**src/rtl/irq_arb_pkg.sv**
```systemverilog
package irq_arb_pkg;
  localparam int LVL_W   = 2;
  localparam int LVL_TOP = (1 << LVL_W) - 1;
  localparam int NMI_CNT = 2;   // index 0: reset-class, index 1: trap
  typedef logic [LVL_W-1:0] lvl_t;
endpackage

```
**src/rtl/irq_pend_bank.sv**
```systemverilog
module irq_pend_bank #(
  parameter int N_TOT = 8
) (
  input  logic             clk,
  input  logic             rst,
  input  logic [N_TOT-1:0] set_i,
  input  logic [N_TOT-1:0] clr_i,
  output logic [N_TOT-1:0] pend_o
);
  // Clear wins over a set in the same cycle.
  always_ff @(posedge clk) begin
    if (rst) pend_o <= '0;
    else     pend_o <= (pend_o | set_i) & ~clr_i;
  end

  generate
    for (genvar g = 0; g < N_TOT; g++) begin : g_chk
      p_clr_drops_r8: assert property (@(posedge clk) disable iff (rst)
        clr_i[g] |=> !pend_o[g]);
    end
  endgenerate
endmodule

```
**src/rtl/irq_pick.sv**
```systemverilog
module irq_pick
  import irq_arb_pkg::*;
#(
  parameter int N_SRC = 6,
  localparam int IW   = (N_SRC > 1) ? $clog2(N_SRC) : 1
) (
  input  logic [N_SRC-1:0]       pend_i,
  input  logic [N_SRC-1:0]       en_i,
  input  logic [N_SRC*LVL_W-1:0] lvl_i,
  input  lvl_t                   run_i,
  output logic                   hit_o,
  output logic [IW-1:0]          idx_o,
  output lvl_t                   lvl_o
);
  // Descending scan with >= lets the lower index take an equal-level tie.
  always_comb begin
    hit_o = 1'b0;
    idx_o = '0;
    lvl_o = '0;
    for (int i = N_SRC - 1; i >= 0; i--) begin
      if (pend_i[i] && en_i[i] && (lvl_i[i*LVL_W +: LVL_W] > run_i) &&
          (!hit_o || lvl_i[i*LVL_W +: LVL_W] >= lvl_o)) begin
        hit_o = 1'b1;
        idx_o = IW'(i);
        lvl_o = lvl_i[i*LVL_W +: LVL_W];
      end
    end
  end
endmodule

```
**src/rtl/irq_lvl_stack.sv**
```systemverilog
module irq_lvl_stack
  import irq_arb_pkg::*;
#(
  parameter int DEPTH = 4,
  localparam int PW   = (DEPTH > 1) ? $clog2(DEPTH) : 1,
  localparam int CW   = $clog2(DEPTH + 1)
) (
  input  logic clk,
  input  logic rst,
  input  logic push_i,
  input  lvl_t push_d,
  input  logic pop_i,
  output lvl_t top_o,
  output logic empty_o
);
  lvl_t          mem [DEPTH];
  logic [CW-1:0] sp;

  assign empty_o = (sp == '0);
  assign top_o   = empty_o ? '0 : mem[PW'(sp - 1'b1)];

  // Storage carries no reset so it can map to distributed or block RAM.
  always_ff @(posedge clk) begin
    if (push_i && (sp < CW'(DEPTH))) mem[PW'(sp)] <= push_d;
  end

  always_ff @(posedge clk) begin
    if (rst) sp <= '0;
    else if (pop_i && !empty_o) sp <= sp - 1'b1;
    else if (push_i && (sp < CW'(DEPTH))) sp <= sp + 1'b1;
  end

  p_sp_bound_r9: assert property (@(posedge clk) disable iff (rst)
    sp <= CW'(DEPTH));
  p_pop_moves_r9: assert property (@(posedge clk) disable iff (rst)
    (pop_i && !empty_o) |=> (sp == $past(sp) - 1'b1));
endmodule

```
**src/rtl/irq_nest_arb.sv**
```systemverilog
module irq_nest_arb
  import irq_arb_pkg::*;
#(
  parameter int N_SRC       = 6,
  parameter int STACK_DEPTH = 4,
  localparam int N_TOT      = N_SRC + NMI_CNT,
  localparam int IDX_W      = $clog2(N_TOT),
  localparam int IW         = (N_SRC > 1) ? $clog2(N_SRC) : 1
) (
  input  logic                   clk,
  input  logic                   rst,
  input  logic                   nmi_rst_req,
  input  logic                   nmi_trap_req,
  input  logic [N_SRC-1:0]       irq_req,
  input  logic [N_SRC-1:0]       irq_en,
  input  logic [N_SRC*LVL_W-1:0] irq_lvl,
  input  logic [N_SRC-1:0]       irq_clr,
  input  logic                   ack,
  input  logic                   reti,
  output logic                   take_vld,
  output logic [IDX_W-1:0]       take_idx,
  output logic [LVL_W-1:0]       run_lvl,
  output logic                   wake
);
  logic [N_TOT-1:0] pend, set_v, clr_v, ack_mask;
  logic             busy, hit, acc, nmi_any;
  logic [IW-1:0]    win_idx;
  lvl_t             win_lvl, top_lvl, new_lvl;
  logic [IDX_W-1:0] sel_idx;
  logic             stk_empty;

  assign set_v = {irq_req, nmi_trap_req, nmi_rst_req};

  always_comb begin
    ack_mask = '0;
    if (busy && ack) ack_mask[take_idx] = 1'b1;
  end
  assign clr_v = {irq_clr, 2'b00} | ack_mask;

  irq_pend_bank #(.N_TOT(N_TOT)) u_pend (
    .clk(clk), .rst(rst), .set_i(set_v), .clr_i(clr_v), .pend_o(pend)
  );

  irq_pick #(.N_SRC(N_SRC)) u_pick (
    .pend_i(pend[N_TOT-1:NMI_CNT]), .en_i(irq_en), .lvl_i(irq_lvl),
    .run_i(run_lvl), .hit_o(hit), .idx_o(win_idx), .lvl_o(win_lvl)
  );

  assign nmi_any = pend[0] | pend[1];
  assign acc     = !busy && !reti && (nmi_any || hit);

  always_comb begin
    if (pend[0])      sel_idx = '0;
    else if (pend[1]) sel_idx = IDX_W'(1);
    else              sel_idx = IDX_W'(win_idx) + IDX_W'(NMI_CNT);
    new_lvl = nmi_any ? lvl_t'(LVL_TOP) : win_lvl;
  end

  irq_lvl_stack #(.DEPTH(STACK_DEPTH)) u_stack (
    .clk(clk), .rst(rst), .push_i(acc), .push_d(run_lvl),
    .pop_i(reti), .top_o(top_lvl), .empty_o(stk_empty)
  );

  always_ff @(posedge clk) begin
    if (rst) begin
      take_vld <= 1'b0;
      take_idx <= '0;
      run_lvl  <= '0;
      busy     <= 1'b0;
      wake     <= 1'b0;
    end else begin
      take_vld <= acc;
      wake     <= nmi_any | (|(pend[N_TOT-1:NMI_CNT] & irq_en));
      if (acc) begin
        take_idx <= sel_idx;
        run_lvl  <= new_lvl;
        busy     <= 1'b1;
      end else begin
        if (reti) run_lvl <= stk_empty ? '0 : top_lvl;
        if (busy && ack) busy <= 1'b0;
      end
    end
  end

  p_pulse_one_r7: assert property (@(posedge clk) disable iff (rst)
    take_vld |=> !take_vld);
  p_wait_ack_r7: assert property (@(posedge clk) disable iff (rst)
    (busy && !ack) |=> !take_vld);
  p_nmi_top_r6: assert property (@(posedge clk) disable iff (rst)
    (take_vld && (take_idx < IDX_W'(NMI_CNT))) |-> (run_lvl == lvl_t'(LVL_TOP)));
  p_strict_above_r5: assert property (@(posedge clk) disable iff (rst)
    (acc && !nmi_any) |-> (win_lvl > run_lvl));
endmodule

```
**config.mk**
```make
export PLATFORM = sky130hd
export DESIGN_NAME = irq_nest_arb
export DESIGN_NICKNAME = d
export VERILOG_FILES = /design/src/rtl/irq_arb_pkg.sv /design/src/rtl/irq_pend_bank.sv /design/src/rtl/irq_pick.sv /design/src/rtl/irq_lvl_stack.sv /design/src/rtl/irq_nest_arb.sv
export SDC_FILE = /design/constraint.sdc
export NUM_CORES = 1
export LEC_CHECK = 0
export BUFFER_PORTS_ARGS = -buffer_cell sky130_fd_sc_hd__buf_4
export CORE_AREA = 2 2 51 101
export CTS_BUF_LIST = sky130_fd_sc_hd__clkbuf_2 sky130_fd_sc_hd__clkbuf_4 sky130_fd_sc_hd__clkbuf_8
export CTS_CLUSTER_DIAMETER = 120
export CTS_CLUSTER_SIZE = 12
export DETAILED_ROUTE_END_ITERATION = 16
export DIE_AREA = 0 0 53 103
export GPL_ROUTABILITY_DRIVEN = 0
export PLACE_DENSITY = 0.68
export SLEW_MARGIN = 0
export SYNTH_ARGS = -nofsm -noshare
export SYNTH_HDL_FRONTEND = slang
export SYNTH_SLANG_ARGS = --single-unit
```
**constraint.sdc**
```tcl
create_clock -name clk -period 9.65 [get_ports clk]
set_input_delay 0.965 -clock clk [delete_from_list [all_inputs] [get_ports clk]]
set_output_delay 0.965 -clock clk [all_outputs]
set_load 0.01 [all_outputs]
```
Word level (Yosys, flattened, before mapping)
Memory sizes are Yosys's and may differ from the RTL's. Cells that the tools add are included.

$add $sub $neg: 3. Multipliers: 0. Divide/modulo/power cells: 0. $lt $le $gt $ge: 14. Equal/unequal tests: 0. Shift-type cells: 0. Multiplexer cells: 33. Bitwise operators: 7. Reduce and logical (&&, ||, !) cells: 42.

Operators by type and width (number): $mux W3 (10); $logic_and A1 B1 Y1 (23); $mux W2 (10); $or A8 B8 Y8 (2); $gt A2 B2 Y1 (6); $mux W1 (11); $ge A2 B2 Y1 (5); $and A8 B8 Y8 (1); $logic_not A1 Y1 (8); $mux W8 (1); $not A8 Y8 (1); $and A6 B6 Y6 (1); $logic_or A1 B1 Y1 (6); $reduce_bool A2 Y1 (3); $reduce_or A6 Y1 (1); $lt A3 B4 Y1 const B (1); $add A3 B1 Y3 const B (1); $add A3 B2 Y3 const B (1); $demux W1 S3 (1); $ge A3 B1 Y1 const B (1); $logic_not A3 Y1 (1); $lt A3 B3 Y1 const B (1); $sub A3 B1 Y3 const B (1); $or A1 B1 Y1 (2).

Register bits after elaboration: 19. Bits in latches: 0. RAM bits: 8. Memory bits (read-only): 0. Bits of input ports: 36. Output and inout bits: 7. Logic and storage cells: 107. Memories: 1.

Memories: u_stack.mem (depth 4, width 2, read ports 1, clocked after Yosys merged registers in 0, wr ports 1, RTL line irq_lvl_stack.sv:16) `lvl_t mem [DEPTH];`.

Logic depth before layout (Yosys ltp)
Gate-level depths: netlist (run 1).

Depth after elaboration: 28. Depth in mapped cells: 35. Gate-level depth less buffers: 35.

Modules after synthesis
From an unflattened synthesis (run 1), not the netlist that was laid out.

Cells, all modules: 229. Area, all modules: 2209.6 µm².

Modules (own cells, without submodules): irq_pick (times used 1, cells each 109, area each 903.4 µm², seq. area each 0.0 µm²); irq_lvl_stack (times used 1, cells each 37, area each 549.3 µm², seq. area each 300.3 µm²); irq_nest_arb (times used 1, cells each 58, area each 469.2 µm², seq. area each 160.2 µm²); irq_pend_bank (times used 1, cells each 25, area each 287.8 µm², seq. area each 160.2 µm²).

Least setup slack after synthesis (run 1)
OpenSTA, ideal clock, no wires.

Path type: input to register. Start point: in irq_lvl[11]. End point: reg take_idx[1]. Arrival: 6819 ps. Path slack: 2698 ps. Stages on the path: 33. Cell sequence: ha_1 > nor2b_4 > o2111ai_2 > nor2_1 > ha_1 > nand2b_1 > a21oi_1 > a211oi_1 > a21o_1 > ha_1 > nand2b_1 > a21oi_4 > o21ai_2 > a221o_1 > o21a_1 > ha_1 > nand2b_1 > a21oi_1 > o31ai_1 > a32oi_1 > a22o_1 > ha_1 > nand2b_1 > a21oi_1 > a21oi_1 > a221oi_2 > o21bai_1 > ha_1 > a21boi_0 > o21ai_0 > o31a_1 > a311o_1 > a21oi_1.

Cells in the longest elaborated chain, start to end: 26.

Ends and longest elaborated chain: start: declaration (RTL line irq_nest_arb.sv:16) `input logic [N_SRC*LVL_W-1:0] irq_lvl,`; $gt A2 B2 Y1 (RTL line irq_pick.sv:21) `if (pend_i[i] && en_i[i] && (lvl_i[i*LVL_W +: LVL_W] > run_i) &&`; $logic_and A1 B1 Y1 (RTL line irq_pick.sv:21); $mux W2 / $mux W1 (equally long branches) (RTL line irq_pick.sv:21); $ge A2 B2 Y1 / $logic_not A1 Y1 (equally long branches) (RTL line irq_pick.sv:22) `(!hit_o || lvl_i[i*LVL_W +: LVL_W] >= lvl_o)) begin`; $logic_or A1 B1 Y1 (RTL line irq_pick.sv:22); $logic_and A1 B1 Y1 (RTL line irq_pick.sv:21); $mux W2 / $mux W1 (equally long branches) (RTL line irq_pick.sv:21); $ge A2 B2 Y1 / $logic_not A1 Y1 (equally long branches) (RTL line irq_pick.sv:22); [10 not listed]; $mux W2 / $mux W1 (equally long branches) (RTL line irq_pick.sv:21); $ge A2 B2 Y1 / $logic_not A1 Y1 (equally long branches) (RTL line irq_pick.sv:22); $logic_or A1 B1 Y1 (RTL line irq_pick.sv:22); $logic_and A1 B1 Y1 (RTL line irq_pick.sv:21); $mux W3 (RTL line irq_pick.sv:21); $add A3 B2 Y3 (RTL line irq_nest_arb.sv:55) `else sel_idx = IDX_W'(win_idx) + IDX_W'(NMI_CNT);`; $mux W3 (RTL line irq_nest_arb.sv:54) `else if (pend[1]) sel_idx = IDX_W'(1);`; $mux W3 (RTL line irq_nest_arb.sv:53) `if (pend[0]) sel_idx = '0;`; end signal: assignment (RTL line irq_nest_arb.sv:75) `take_idx <= sel_idx;`; end: declaration (RTL line irq_nest_arb.sv:21) `output logic [IDX_W-1:0] take_idx,`.

Several ways; a longest one is shown, not always the timed one. A chain may end at the register's enable or synchronous reset.

Worst setup path after layout (run 1)
Same ends and word-level chain as after synthesis.

==> results of run 1 <==
==> routing by layer <==
metal	track usage (%)	vias to the layer above	share of wire (%)
met5	0	-	0
met4	5.52	0	1.8
met3	2.75	14	5.4
met2	33.8	75	49
met1	24.5	942	44
li1	-	959	-
==> worst paths after layout <==
kind                from     endpoint  slack [ps]
min reg2reg         busy         busy         520
max          irq_lvl[11]  take_idx[1]        1990
max reg2reg   run_lvl[1]  take_idx[1]        2070
min                 busy         busy         520
==> state kept, by name, summed over array words and instances (netlist names) <==
register	count
take_vld	1
u_stack.mem	8
u_pend.pend_o	8
take_idx	3
wake	1
busy	1
u_stack.sp	3
run_lvl	2
==> layout make-up <==
cell class	instances	area share, %
clock buffers	3	1.61
inverters	12	1.75
flip-flops and latches	27	24.1
repair buffers	42	12.3
well taps	57	2.78
multi-input cells	181	57.2
clock inverters	1	0.292
==> power by group <==
group | internal, µW | switching, µW | leakage [µW]
logic | 84.4 | 93.6 | 0.000823
registers | 135 | 20.0 | 0.000231
clock network | 29.3 | 36.8 | 0.0000217
total | 249 | 150 | 0.00108
==> cell usage in the layout, fill, tap and decap left out, types with 3 or more instances in the layout <==
| master | instances |
|---|---|
| sky130_fd_sc_hd__buf_4 | 42 |
| sky130_fd_sc_hd__ha_1 | 27 |
| sky130_fd_sc_hd__nor2_1 | 20 |
| sky130_fd_sc_hd__dfxtp_1 | 19 |
| sky130_fd_sc_hd__a21oi_1 | 16 |
| sky130_fd_sc_hd__nand2_1 | 15 |
| sky130_fd_sc_hd__inv_1 | 12 |
| sky130_fd_sc_hd__o21ai_0 | 8 |
| sky130_fd_sc_hd__edfxtp_1 | 8 |
| sky130_fd_sc_hd__nor2b_1 | 7 |
| sky130_fd_sc_hd__nand2b_1 | 6 |
| sky130_fd_sc_hd__o2111ai_2 | 4 |
| sky130_fd_sc_hd__o2111a_1 | 4 |
| sky130_fd_sc_hd__o21a_1 | 4 |
| sky130_fd_sc_hd__and2_1 | 4 |
| sky130_fd_sc_hd__a2111oi_0 | 4 |
| sky130_fd_sc_hd__nor3_1 | 4 |
| sky130_fd_sc_hd__nor2b_4 | 3 |
| sky130_fd_sc_hd__a211oi_1 | 3 |
| sky130_fd_sc_hd__a22oi_1 | 3 |
| sky130_fd_sc_hd__clkbuf_8 | 3 |
==> cells by family (layout without fill, tap and decap cells) <==
kind of cell               Yosys count  count (layout)  share of synthesized area, %
buffers and inverters               16              58                          3.13
muxes                                3               3                          2.55
AOI/OAI and AO/OA                   82              82                          32.0
and+or+nand+nor                     69              69                          17.9
DFF                                 27              27                          28.8
adders and majority gates           27              27                          15.7
==> through the flow <==
stage | cells | area, µm² | total power, µW | setup slack, ps | hold WS, ps
floorplan | 224 | 2160 | 282 | 2700 | 480
global placement | 319 | 2520 | 327 | 1940 | 504
detailed placement | 319 | 2520 | 336 | 1790 | 515
CTS | 323 | 2570 | 400 | 2060 | 528
global route | 323 | 2570 | 427 | 1520 | 549
finish | 323 | 2570 | 399 | 1990 | 522
==> worst reg2reg max path: cells and delay by family, from the launching register on <==
kind | cells | cell delay [ps]
adder cells (fa/ha/maj) | 6 | 1610
buffers and inverters | 1 | 220
flip-flops | 1 | 440
AO/OA/AOI/OAI | 21 | 4510
AND/OR/NAND/NOR | 5 | 700
==> impl_results.html, run 1 <==
<table>
<tr><th>Metric</th><th>Value</th></tr>
<tr><th colspan="2">Timing</th></tr>
<tr><td>Setup violators final</td><td>0</td></tr>
<tr><td>Maximum operating frequency</td><td>131 MHz</td></tr>
<tr><td>Final Cycle Share</td><td>79.4%</td></tr>
<tr><td>Least-Margin Pin Slew</td><td>531 ps</td></tr>
<tr><td>Setup repair after global routing missed its margin</td><td>false</td></tr>
<tr><td>Final Hold Violating Endpoints</td><td>0</td></tr>
<tr><td>Setup TNS after final layout</td><td>0 ps</td></tr>
<tr><td>Layout Skew</td><td>6.91 ps</td></tr>
<tr><td>Number of max-slew violations in the final report</td><td>0</td></tr>
<tr><td>Final critical delay including setup and external delays</td><td>7660 ps</td></tr>
<tr><td>Max-slew headroom at the worst pin</td><td>64.6%</td></tr>
<tr><th colspan="2">Cells and area</th></tr>
<tr><td>Register Area</td><td>621 µm²</td></tr>
<tr><td>Layout overhead on the synthesized area</td><td>19.1%</td></tr>
<tr><td># diodes</td><td>0</td></tr>
<tr><td>Fill count</td><td>433</td></tr>
<tr><td>Ratio of cells with drive above 1 in the final layout</td><td>25.2%</td></tr>
<tr><td>Layout Nets</td><td>330</td></tr>
<tr><td>Fin util</td><td>54.3%</td></tr>
<tr><td>Area of the multi-input gates</td><td>1470 µm²</td></tr>
<tr><th colspan="2">Synthesis</th></tr>
<tr><td>Post-synthesis instance area</td><td>2160 µm²</td></tr>
<tr><td>Most frequent cells after synthesis</td><td>27 x sky130_fd_sc_hd__ha_1, 20 x sky130_fd_sc_hd__nor2_1, 19 x sky130_fd_sc_hd__dfxtp_1</td></tr>
<tr><td>Number of instances in the synthesized netlist</td><td>224</td></tr>
<tr><td>Post-synthesis sequential area ratio</td><td>28.8%</td></tr>
<tr><td>Synthesized area per cell</td><td>9.63 µm²</td></tr>
<tr><td>Distinct cell type count of the synthesized netlist</td><td>60</td></tr>
<tr><td>Number of enable-type register cells in the synthesized netlist</td><td>8</td></tr>
<tr><td>Predominant post-synthesis flop cell</td><td>sky130_fd_sc_hd__dfxtp_1</td></tr>
<tr><td>Post-synthesis net count</td><td>287</td></tr>
<tr><td>Yosys Warn Count</td><td>0</td></tr>
<tr><td>Post-synthesis register bit count</td><td>27</td></tr>
<tr><td>Fraction of post-synthesis cell area in the top cell type by area</td><td>17.6%</td></tr>
<tr><td>Leading cell type by number of instances after synthesis</td><td>sky130_fd_sc_hd__ha_1</td></tr>
<tr><td>Asr flop ratio synth</td><td>0%</td></tr>
<tr><td>Post-synthesis cell type with the largest combined area</td><td>sky130_fd_sc_hd__dfxtp_1</td></tr>
<tr><td>Most area-consuming cells after synthesis</td><td>sky130_fd_sc_hd__dfxtp_1 18%, sky130_fd_sc_hd__ha_1 16%, sky130_fd_sc_hd__edfxtp_1 11%, sky130_fd_sc_hd__a21oi_1 3.7%, sky130_fd_sc_hd__nor2_1 3.5%</td></tr>
<tr><th colspan="2">CTS</th></tr>
<tr><td>Number of sinks handled by clock tree synthesis</td><td>27</td></tr>
<tr><td>Depth of the CTS H-tree</td><td>1</td></tr>
<tr><td>Worst-skew pair later-pin latency</td><td>270 ps</td></tr>
<tr><td>Clock tree root buffer cell</td><td>sky130_fd_sc_hd__clkbuf_8</td></tr>
<tr><td>Clock tree from TritonCTS</td><td>built</td></tr>
<tr><td>Setup fix buffers added after clock tree synthesis</td><td>0</td></tr>
<tr><td>Clock buffer depth</td><td>2</td></tr>
<tr><td>Clock edge transition at the registers on the reported setup and hold paths</td><td>100 ps</td></tr>
<tr><td>Count of hold-fix buffers inserted at cts</td><td>0</td></tr>
<tr><td>Resized cells post-CTS</td><td>0</td></tr>
<tr><td>Total clock buffers created by CTS</td><td>3</td></tr>
<tr><th colspan="2">Routing</th></tr>
<tr><td>Via count of the routed design</td><td>1,990</td></tr>
<tr><td>DRC violation total after the first TritonRoute iteration</td><td>40</td></tr>
<tr><td>Post-route ant nets</td><td>0</td></tr>
<tr><td>Routed WL per cell</td><td>16.2 µm</td></tr>
<tr><td>Number of detailed-routing iterations run before antenna repair</td><td>4</td></tr>
<tr><td>WL final</td><td>5220 µm</td></tr>
<tr><td># DRC</td><td>0</td></tr>
<tr><td>Via density</td><td>6.16</td></tr>
<tr><th colspan="2">GRT</th></tr>
<tr><td>All-layer global routing usage</td><td>19.5%</td></tr>
<tr><td>Largest net degree at the start of global routing</td><td>21</td></tr>
<tr><td>Number of global-route vias before repair</td><td>1,822</td></tr>
<tr><td>Total congestion overflow after global routing</td><td>0</td></tr>
<tr><td>Initial antenna violation count</td><td>0</td></tr>
<tr><td>Wire length of the first global-routing pass</td><td>8130 µm</td></tr>
<tr><th colspan="2">Setup path</th></tr>
<tr><td>Critical Path Start Type</td><td>input port</td></tr>
<tr><td>Delay of the slowest cell on the worst path</td><td>420 ps</td></tr>
<tr><td>Cell mode on critical path</td><td>sky130_fd_sc_hd__ha_1</td></tr>
<tr><td>Maximum fanout encountered on the critical timing path</td><td>9</td></tr>
<tr><td>Required @ worst endpoint</td><td>9810 ps</td></tr>
<tr><td>Category of cells accounting for the largest share of critical-path delay</td><td>compound AO/OA/AOI/OAI gates</td></tr>
<tr><td>Endpoint kind of the worst setup timing path</td><td>register</td></tr>
<tr><td>Instance count on the critical path</td><td>33</td></tr>
<tr><td>R2R depth</td><td>33</td></tr>
<tr><td>Slowest cell on the critical path</td><td>sky130_fd_sc_hd__o2111a_1</td></tr>
<tr><td>Critical path type</td><td>input port to register</td></tr>
<tr><td>Worst EP arrival</td><td>7820 ps</td></tr>
<tr><td>Critical path buffers and inverters</td><td>1</td></tr>
<tr><th colspan="2">Worst hold path</th></tr>
<tr><td>Worst hold path stage count</td><td>2</td></tr>
<tr><td>Hold Path Class</td><td>register to register</td></tr>
<tr><th colspan="2">Placed design</th></tr>
<tr><td>Detailed placement HPWL</td><td>4160 µm</td></tr>
<tr><td>Number of buffer cells added on primary ports</td><td>42</td></tr>
<tr><th colspan="2">Floorplanning</th></tr>
<tr><td>Placeable core area</td><td>4730 µm²</td></tr>
<tr><td>Std cell rows</td><td>36</td></tr>
<tr><td>Starting Density</td><td>45.6%</td></tr>
<tr><td>Overall die width</td><td>53 µm</td></tr>
<tr><td>Overall die height</td><td>103 µm</td></tr>
<tr><td>Full die area</td><td>5460 µm²</td></tr>
<tr><td>Io pins</td><td>43</td></tr>
<tr><th colspan="2">Pwr</th></tr>
<tr><td>Total power density per cell area</td><td>155 nW/µm²</td></tr>
<tr><td>Worst voltage drop across the vdd grid</td><td>0.119 mV</td></tr>
<tr><td>Leakage</td><td>0.00108 µW</td></tr>
<tr><th colspan="2">Status</th></tr>
<tr><td>Outcome</td><td>finished clean</td></tr>
<tr><th colspan="2">Run</th></tr>
<tr><td>Max-cap violations</td><td>0</td></tr>
</table>
Note: power is estimated with default switching activity, not from simulation.
==> inputs of run 2 (changes only) <==
==> constraint.sdc (replaced) <==
create_clock -name clk -period 7.4 [get_ports clk]
set_input_delay 0.74 -clock clk [delete_from_list [all_inputs] [get_ports clk]]
set_output_delay 0.74 -clock clk [all_outputs]
set_load 0.01 [all_outputs]
==> run 2 against run 1 <==
Net effect: register-to-register slack got worse by 1600 ps; hold slack got worse by 2.3 ps; first-iteration DRC count fell by 23%; critical path depth rose by 2.
==> impl_results.html, run 2 (synthesis results as in run 1) <==
<table>
<tr><th>Metric</th><th>Value</th></tr>
<tr><th colspan="2">Status</th></tr>
<tr><td>Outcome</td><td>finished clean</td></tr>
<tr><th colspan="2">Timing</th></tr>
<tr><td>Number of max-slew violations in the final report</td><td>0</td></tr>
<tr><td>Layout Skew</td><td>2.71 ps</td></tr>
<tr><td>Final Cycle Share</td><td>94.7%</td></tr>
<tr><td>Setup TNS after final layout</td><td>0 ps</td></tr>
<tr><td>Maximum operating frequency</td><td>143 MHz</td></tr>
<tr><td>Setup violators final</td><td>0</td></tr>
<tr><td>Least-Margin Pin Slew</td><td>479 ps</td></tr>
<tr><td>Max-slew headroom at the worst pin</td><td>68.0%</td></tr>
<tr><td>Final critical delay including setup and external delays</td><td>7000 ps</td></tr>
<tr><td>Worst-case hold slack</td><td>519 ps</td></tr>
<tr><td>Final Hold Violating Endpoints</td><td>0</td></tr>
<tr><th colspan="2">Floorplanning</th></tr>
<tr><td>Std cell rows</td><td>36</td></tr>
<tr><td>Overall die height</td><td>103 µm</td></tr>
<tr><td>Placeable core area</td><td>4730 µm²</td></tr>
<tr><td>Starting Density</td><td>45.6%</td></tr>
<tr><td>Full die area</td><td>5460 µm²</td></tr>
<tr><td>Io pins</td><td>43</td></tr>
<tr><td>Overall die width</td><td>53 µm</td></tr>
<tr><th colspan="2">CTS</th></tr>
<tr><td>Count of hold-fix buffers inserted at cts</td><td>0</td></tr>
<tr><td>Clock tree root buffer cell</td><td>sky130_fd_sc_hd__clkbuf_8</td></tr>
<tr><td>Depth of the CTS H-tree</td><td>1</td></tr>
<tr><td>Clock edge transition at the registers on the reported setup and hold paths</td><td>100 ps</td></tr>
<tr><td>Worst-skew pair later-pin latency</td><td>280 ps</td></tr>
<tr><td>Clock tree from TritonCTS</td><td>built</td></tr>
<tr><td>Number of sinks handled by clock tree synthesis</td><td>27</td></tr>
<tr><td>Total clock buffers created by CTS</td><td>3</td></tr>
<tr><td>Clock buffer depth</td><td>2</td></tr>
<tr><th colspan="2">Routing</th></tr>
<tr><td># DRC</td><td>0</td></tr>
<tr><td>Number of detailed-routing iterations run before antenna repair</td><td>4</td></tr>
<tr><td>DRC violation total after the first TritonRoute iteration</td><td>31</td></tr>
<tr><td>Routed WL per cell</td><td>16.3 µm</td></tr>
<tr><td>Post-route ant nets</td><td>0</td></tr>
<tr><td>Via density</td><td>5.97</td></tr>
<tr><td>Via count of the routed design</td><td>1,975</td></tr>
<tr><td>WL final</td><td>5400 µm</td></tr>
<tr><th colspan="2">Pwr</th></tr>
<tr><td>Total power density per cell area</td><td>202 nW/µm²</td></tr>
<tr><td>Net Sw Power</td><td>201 µW</td></tr>
<tr><td>Worst voltage drop across the vdd grid</td><td>0.137 mV</td></tr>
<tr><td>Switching Share</td><td>37.6%</td></tr>
<tr><td>Combinational share of power</td><td>46.8%</td></tr>
<tr><td>Design internal power</td><td>333 µW</td></tr>
<tr><td>Leakage</td><td>0.00111 µW</td></tr>
<tr><td>Sequential power share</td><td>37.0%</td></tr>
<tr><td>Proportion of power drawn by the clock network</td><td>16.2%</td></tr>
<tr><th colspan="2">Setup path</th></tr>
<tr><td>Cell mode on critical path</td><td>sky130_fd_sc_hd__ha_1</td></tr>
<tr><td>Worst EP arrival</td><td>7210 ps</td></tr>
<tr><td>Endpoint kind of the worst setup timing path</td><td>register</td></tr>
<tr><td>Required @ worst endpoint</td><td>7610 ps</td></tr>
<tr><td>Critical path type</td><td>input port to register</td></tr>
<tr><td>Slowest cell on the critical path</td><td>sky130_fd_sc_hd__a221o_1</td></tr>
<tr><td>Critical Path Start Type</td><td>input port</td></tr>
<tr><td>Delay of the slowest cell on the worst path</td><td>430 ps</td></tr>
<tr><td>Critical Path Start</td><td>irq_lvl[11]</td></tr>
<tr><td>Maximum fanout encountered on the critical timing path</td><td>6</td></tr>
<tr><td>Critical register-to-register path startpoint</td><td>run_lvl[1]</td></tr>
<tr><th colspan="2">GRT</th></tr>
<tr><td>Total congestion overflow after global routing</td><td>0</td></tr>
<tr><td>Met1 usage in global routing</td><td>26.3%</td></tr>
<tr><td>Wire length of the first global-routing pass</td><td>8770 µm</td></tr>
<tr><td>Largest net degree at the start of global routing</td><td>21</td></tr>
<tr><td>Number of global-route vias before repair</td><td>1,904</td></tr>
<tr><td>Initial antenna violation count</td><td>0</td></tr>
<tr><td>Most utilized layer in the global route result</td><td>met2</td></tr>
<tr><td>All-layer global routing usage</td><td>20.9%</td></tr>
<tr><td>Met2 routing resource usage after global routing</td><td>36.3%</td></tr>
<tr><td>Grt met3 use</td><td>2.75%</td></tr>
<tr><th colspan="2">Cells and area</th></tr>
<tr><td>Fin util</td><td>56.0%</td></tr>
<tr><td>Ratio of cells with drive above 1 in the final layout</td><td>29.2%</td></tr>
<tr><td>Fill count</td><td>419</td></tr>
<tr><td>Number of non-filler instances in the completed layout</td><td>331</td></tr>
<tr><td>Layout overhead on the synthesized area</td><td>22.9%</td></tr>
<tr><td>Top flop regs</td><td>u_pend.pend_o: 8 flops, u_stack.mem: 8 flops</td></tr>
<tr><td>Most frequent cells in the layout</td><td>50 x sky130_fd_sc_hd__buf_4, 27 x sky130_fd_sc_hd__ha_1, 20 x sky130_fd_sc_hd__nor2_1</td></tr>
<tr><td>Leading cell type in the layout, fill and taps excluded</td><td>sky130_fd_sc_hd__buf_4</td></tr>
<tr><td>Layout Nets</td><td>338</td></tr>
<tr><td># diodes</td><td>0</td></tr>
<tr><th colspan="2">Run</th></tr>
<tr><td>Max-cap violations</td><td>0</td></tr>
<tr><th colspan="2">Placed design</th></tr>
<tr><td>Detailed placement HPWL</td><td>4340 µm</td></tr>
<tr><td>Instance count after placement with tap cells included</td><td>325</td></tr>
<tr><td>Number of buffer cells added on primary ports</td><td>42</td></tr>
<tr><th colspan="2">Worst hold path</th></tr>
<tr><td>Origin of the worst min-delay path</td><td>busy</td></tr>
<tr><td>Hold Path Class</td><td>register to register</td></tr>
</table>
run 2: worst max-delay path: cells and delay by family:
family,cells,cell delay [ps]
AO/OA/AOI/OAI,21,3910
buffers and inverters,2,150
AND/OR/NAND/NOR,6,850
adder cells (fa/ha/maj),6,1570
run 2: final timing paths:
| kind | to | depth (start not counted) | slack (ps) |
|---|---|---|---|
| min | busy | 2 | 520 |
| min reg2reg | busy | 2 | 520 |
| max reg2reg | take_idx[1] | 35 | 470 |
| max | take_idx[1] | 35 | 400 |
run 2: layout make-up:
| type | instances | area, µm² | share of cell area [%] |
|---|---|---|---|
| well taps | 57 | 71.3 | 2.69 |
| repair buffers | 50 | 375 | 14.2 |
| inverters | 12 | 45.0 | 1.70 |
| clock inverters | 1 | 7.51 | 0.283 |
| multi-input cells | 181 | 1490 | 56.1 |
| flip-flops and latches | 27 | 622 | 23.5 |
| clock buffers | 3 | 41.3 | 1.56 |
run 2: layer usage:
metal,vias to the layer above,part of all wire [%]
li1,980,-
met1,937,43
met2,48,50
met3,10,4.0
met4,0,2.2
met5,-,0
run 2: metrics by stage:
| stage | total power [µW] | setup WS, ps | area (µm²) |
|---|---|---|---|
| floorplan | 368 | 673 | 2160 |
| global placement | 435 | 16.7 | 2570 |
| detailed placement | 445 | -101 | 2570 |
| CTS | 531 | 150 | 2620 |
| global route | 577 | -84.9 | 2650 |
| finish | 535 | 396 | 2650 |
run 2: power by group through the flow:
stage               sequential (µW)  clock, µW  combinational [µW]
global route                    200       92.8                 284
CTS                             198       87.5                 246
finish                          198       86.7                 250
global placement                200          0                 235
floorplan                       199          0                 169
detailed placement              201          0                 244
run 2: what timing repair did:
action | 4_1_cts | 5_1_grt
resized for setup | 0 | 6
endpoints found under the setup margin | 0 | 5
buffers inserted | 0 | 2
==> inputs of run 3 (changes only) <==
--- a/config.mk
+++ b/config.mk
@@ -6,6 +6,7 @@
 export NUM_CORES = 1
 export LEC_CHECK = 0
 export BUFFER_PORTS_ARGS = -buffer_cell sky130_fd_sc_hd__buf_4
+export CAP_MARGIN = 20
 export CORE_AREA = 2 2 51 101
 export CTS_BUF_LIST = sky130_fd_sc_hd__clkbuf_2 sky130_fd_sc_hd__clkbuf_4 sky130_fd_sc_hd__clkbuf_8
 export CTS_CLUSTER_DIAMETER = 120
==> constraint.sdc (replaced) <==
create_clock -name clk -period 8.22 [get_ports clk]
set_input_delay 0.822 -clock clk [delete_from_list [all_inputs] [get_ports clk]]
set_output_delay 0.822 -clock clk [all_outputs]
set_load 0.01 [all_outputs]
==> run 3 against run 2 <==
Net effect: worst setup slack gained 370 ps; wire length is 4.8% lower; final cell count decreased by 2.1%; count of clock-buffer cells in the layout did not move; sequential share of layout area rose by 0.61 points; sequential cell count stayed put; utilization decreased by 1.5 points; die area did not move; critical endpoint unchanged; largest cell class unchanged; largest power group unchanged.
==> impl_results.html, run 3 (synthesis results as in run 1) <==
<table>
<tr><th>Metric</th><th>Value</th></tr>
<tr><th colspan="2">GRT</th></tr>
<tr><td>Initial antenna violation count</td><td>0</td></tr>
<tr><td>Largest net degree at the start of global routing</td><td>21</td></tr>
<tr><td>Wire length of the first global-routing pass</td><td>8510 µm</td></tr>
<tr><td>Number of global-route vias before repair</td><td>1,839</td></tr>
<tr><td>Total congestion overflow after global routing</td><td>0</td></tr>
<tr><td>All-layer global routing usage</td><td>20.5%</td></tr>
<tr><th colspan="2">Cells and area</th></tr>
<tr><td>Layout overhead on the synthesized area</td><td>19.5%</td></tr>
<tr><td>Area of the multi-input gates</td><td>1470 µm²</td></tr>
<tr><td>Ratio of cells with drive above 1 in the final layout</td><td>25.5%</td></tr>
<tr><td># diodes</td><td>0</td></tr>
<tr><td>Top flop regs</td><td>u_pend.pend_o: 8 flops, u_stack.mem: 8 flops</td></tr>
<tr><td>Layout Nets</td><td>331</td></tr>
<tr><td>Register Area</td><td>621 µm²</td></tr>
<tr><td>Leading cell type in the layout, fill and taps excluded</td><td>sky130_fd_sc_hd__buf_4</td></tr>
<tr><td>Fill count</td><td>441</td></tr>
<tr><td>Most frequent cells in the layout</td><td>43 x sky130_fd_sc_hd__buf_4, 27 x sky130_fd_sc_hd__ha_1, 20 x sky130_fd_sc_hd__nor2_1</td></tr>
<tr><th colspan="2">Floorplanning</th></tr>
<tr><td>Overall die width</td><td>53 µm</td></tr>
<tr><td>Overall die height</td><td>103 µm</td></tr>
<tr><td>Starting Density</td><td>45.6%</td></tr>
<tr><td>Io pins</td><td>43</td></tr>
<tr><td>Placeable core area</td><td>4730 µm²</td></tr>
<tr><td>Std cell rows</td><td>36</td></tr>
<tr><td>Full die area</td><td>5460 µm²</td></tr>
<tr><th colspan="2">Timing</th></tr>
<tr><td>Fin worst setup slack</td><td>766 ps</td></tr>
<tr><td>Final critical delay including setup and external delays</td><td>7450 ps</td></tr>
<tr><td>Final Hold Violating Endpoints</td><td>0</td></tr>
<tr><td>Setup TNS after final layout</td><td>0 ps</td></tr>
<tr><td>Least-Margin Pin Slew</td><td>497 ps</td></tr>
<tr><td>Number of max-slew violations in the final report</td><td>0</td></tr>
<tr><td>Setup violators final</td><td>0</td></tr>
<tr><td>Setup repair after global routing missed its margin</td><td>false</td></tr>
<tr><td>Max-slew headroom at the worst pin</td><td>66.8%</td></tr>
<tr><td>Final Cycle Share</td><td>90.7%</td></tr>
<tr><td>Layout Skew</td><td>1.09 ps</td></tr>
<tr><td>Maximum operating frequency</td><td>134 MHz</td></tr>
<tr><th colspan="2">CTS</th></tr>
<tr><td>Setup fix buffers added after clock tree synthesis</td><td>0</td></tr>
<tr><td>Total clock buffers created by CTS</td><td>3</td></tr>
<tr><td>Worst-skew pair later-pin latency</td><td>280 ps</td></tr>
<tr><td>Clock buffer depth</td><td>2</td></tr>
<tr><td>Resized cells post-CTS</td><td>0</td></tr>
<tr><td>Clock edge transition at the registers on the reported setup and hold paths</td><td>90 ps</td></tr>
<tr><td>Count of hold-fix buffers inserted at cts</td><td>0</td></tr>
<tr><td>Number of sinks handled by clock tree synthesis</td><td>27</td></tr>
<tr><td>Depth of the CTS H-tree</td><td>1</td></tr>
<tr><td>Clock tree root buffer cell</td><td>sky130_fd_sc_hd__clkbuf_8</td></tr>
<tr><td>Clock tree from TritonCTS</td><td>built</td></tr>
<tr><th colspan="2">Setup path</th></tr>
<tr><td>Delay of the slowest cell on the worst path</td><td>440 ps</td></tr>
<tr><td>Instance count on the critical path</td><td>33</td></tr>
<tr><td>Maximum fanout encountered on the critical timing path</td><td>9</td></tr>
<tr><td>Critical path type</td><td>register to register</td></tr>
<tr><td>Worst EP arrival</td><td>7620 ps</td></tr>
<tr><td>Endpoint kind of the worst setup timing path</td><td>register</td></tr>
<tr><td>Cell mode on critical path</td><td>sky130_fd_sc_hd__ha_1</td></tr>
<tr><td>Slowest cell on the critical path</td><td>sky130_fd_sc_hd__dfxtp_1</td></tr>
<tr><td>R2R depth</td><td>33</td></tr>
<tr><td>Required @ worst endpoint</td><td>8390 ps</td></tr>
<tr><td>Critical path buffers and inverters</td><td>1</td></tr>
<tr><td>Critical Path Start Type</td><td>register</td></tr>
<tr><td>Category of cells accounting for the largest share of critical-path delay</td><td>compound AO/OA/AOI/OAI gates</td></tr>
<tr><th colspan="2">Pwr</th></tr>
<tr><td>Leakage</td><td>0.00108 µW</td></tr>
<tr><td>Net Sw Power</td><td>176 µW</td></tr>
<tr><td>Combinational share of power</td><td>46.0%</td></tr>
<tr><td>Switching Share</td><td>37.4%</td></tr>
<tr><td>Sequential power share</td><td>37.4%</td></tr>
<tr><td>Total power density per cell area</td><td>182 nW/µm²</td></tr>
<tr><td>Design internal power</td><td>294 µW</td></tr>
<tr><td>Worst voltage drop across the vdd grid</td><td>0.0948 mV</td></tr>
<tr><td>Proportion of power drawn by the clock network</td><td>16.6%</td></tr>
<tr><th colspan="2">Routing</th></tr>
<tr><td>Routed WL per cell</td><td>15.9 µm</td></tr>
<tr><td>Post-route ant nets</td><td>0</td></tr>
<tr><td>WL final</td><td>5140 µm</td></tr>
<tr><td>Via density</td><td>5.93</td></tr>
<tr><td>Via count of the routed design</td><td>1,920</td></tr>
<tr><td>DRC violation total after the first TritonRoute iteration</td><td>64</td></tr>
<tr><td>Number of detailed-routing iterations run before antenna repair</td><td>4</td></tr>
<tr><td># DRC</td><td>0</td></tr>
<tr><th colspan="2">Run</th></tr>
<tr><td>Max-cap violations</td><td>0</td></tr>
<tr><th colspan="2">Placed design</th></tr>
<tr><td>Number of buffer cells added on primary ports</td><td>42</td></tr>
<tr><td>Detailed placement HPWL</td><td>4130 µm</td></tr>
<tr><td>Worst slack, placed</td><td>576 ps</td></tr>
<tr><th colspan="2">Status</th></tr>
<tr><td>Outcome</td><td>finished clean</td></tr>
<tr><th colspan="2">Worst hold path</th></tr>
<tr><td>Hold Path Class</td><td>register to register</td></tr>
<tr><td>Worst hold path stage count</td><td>2</td></tr>
</table>
run 3: layer usage:
layer  up-vias  share of wire [%]  track usage [%]
li1        969                  -                -
met1       881                 44             27.2
met2        60                 48             32.8
met3        10                5.4             2.61
met4         0                2.3             9.27
met5         -                  0                0
run 3: per-stage QoR:
step	utilization, %	instance area, µm²	hold WS (ps)	std cells	total power (µW)
5_1_grt	54.5	2580	547	324	506
3_3_place_gp	53.5	2530	502	320	386
6_report	54.5	2580	528	324	469
3_5_place_dp	53.5	2530	516	320	395
4_1_cts	54.5	2580	530	324	474
2_1_floorplan	-	2160	480	224	331
run 3: cell type report:
cell class	instances	share of cell area, %
repair buffers	43	12.5
multi-input cells	181	57.0
inverters	12	1.75
clock buffers	3	1.60
clock inverters	1	0.291
flip-flops and latches	27	24.1
well taps	57	2.77
run 3: tightest hold or removal path, stage by stage, from the launching register on:
cell                       delay, ps
sky130_fd_sc_hd__dfxtp_1         350
sky130_fd_sc_hd__nor2_1           90
sky130_fd_sc_hd__a211oi_1         50
run 3: power groups by stage:
| stage | Combinational (µW) | Sequential, µW | Clock, µW |
|---|---|---|---|
| finish | 216 | 175 | 78.1 |
| global route | 243 | 179 | 84.5 |
| CTS | 217 | 176 | 80.8 |
| detailed placement | 217 | 179 | 0 |
| global placement | 208 | 178 | 0 |
| floorplan | 152 | 180 | 0 |
run 3: final timing paths:
kind | from | to | slack, ps
worst min register to register | u_pend.pend_o[1] | u_pend.pend_o[1] | 530
worst max-delay path | run_lvl[1] | take_idx[1] | 770
worst max register to register | run_lvl[1] | take_idx[1] | 770
worst min-delay path | u_pend.pend_o[1] | u_pend.pend_o[1] | 530
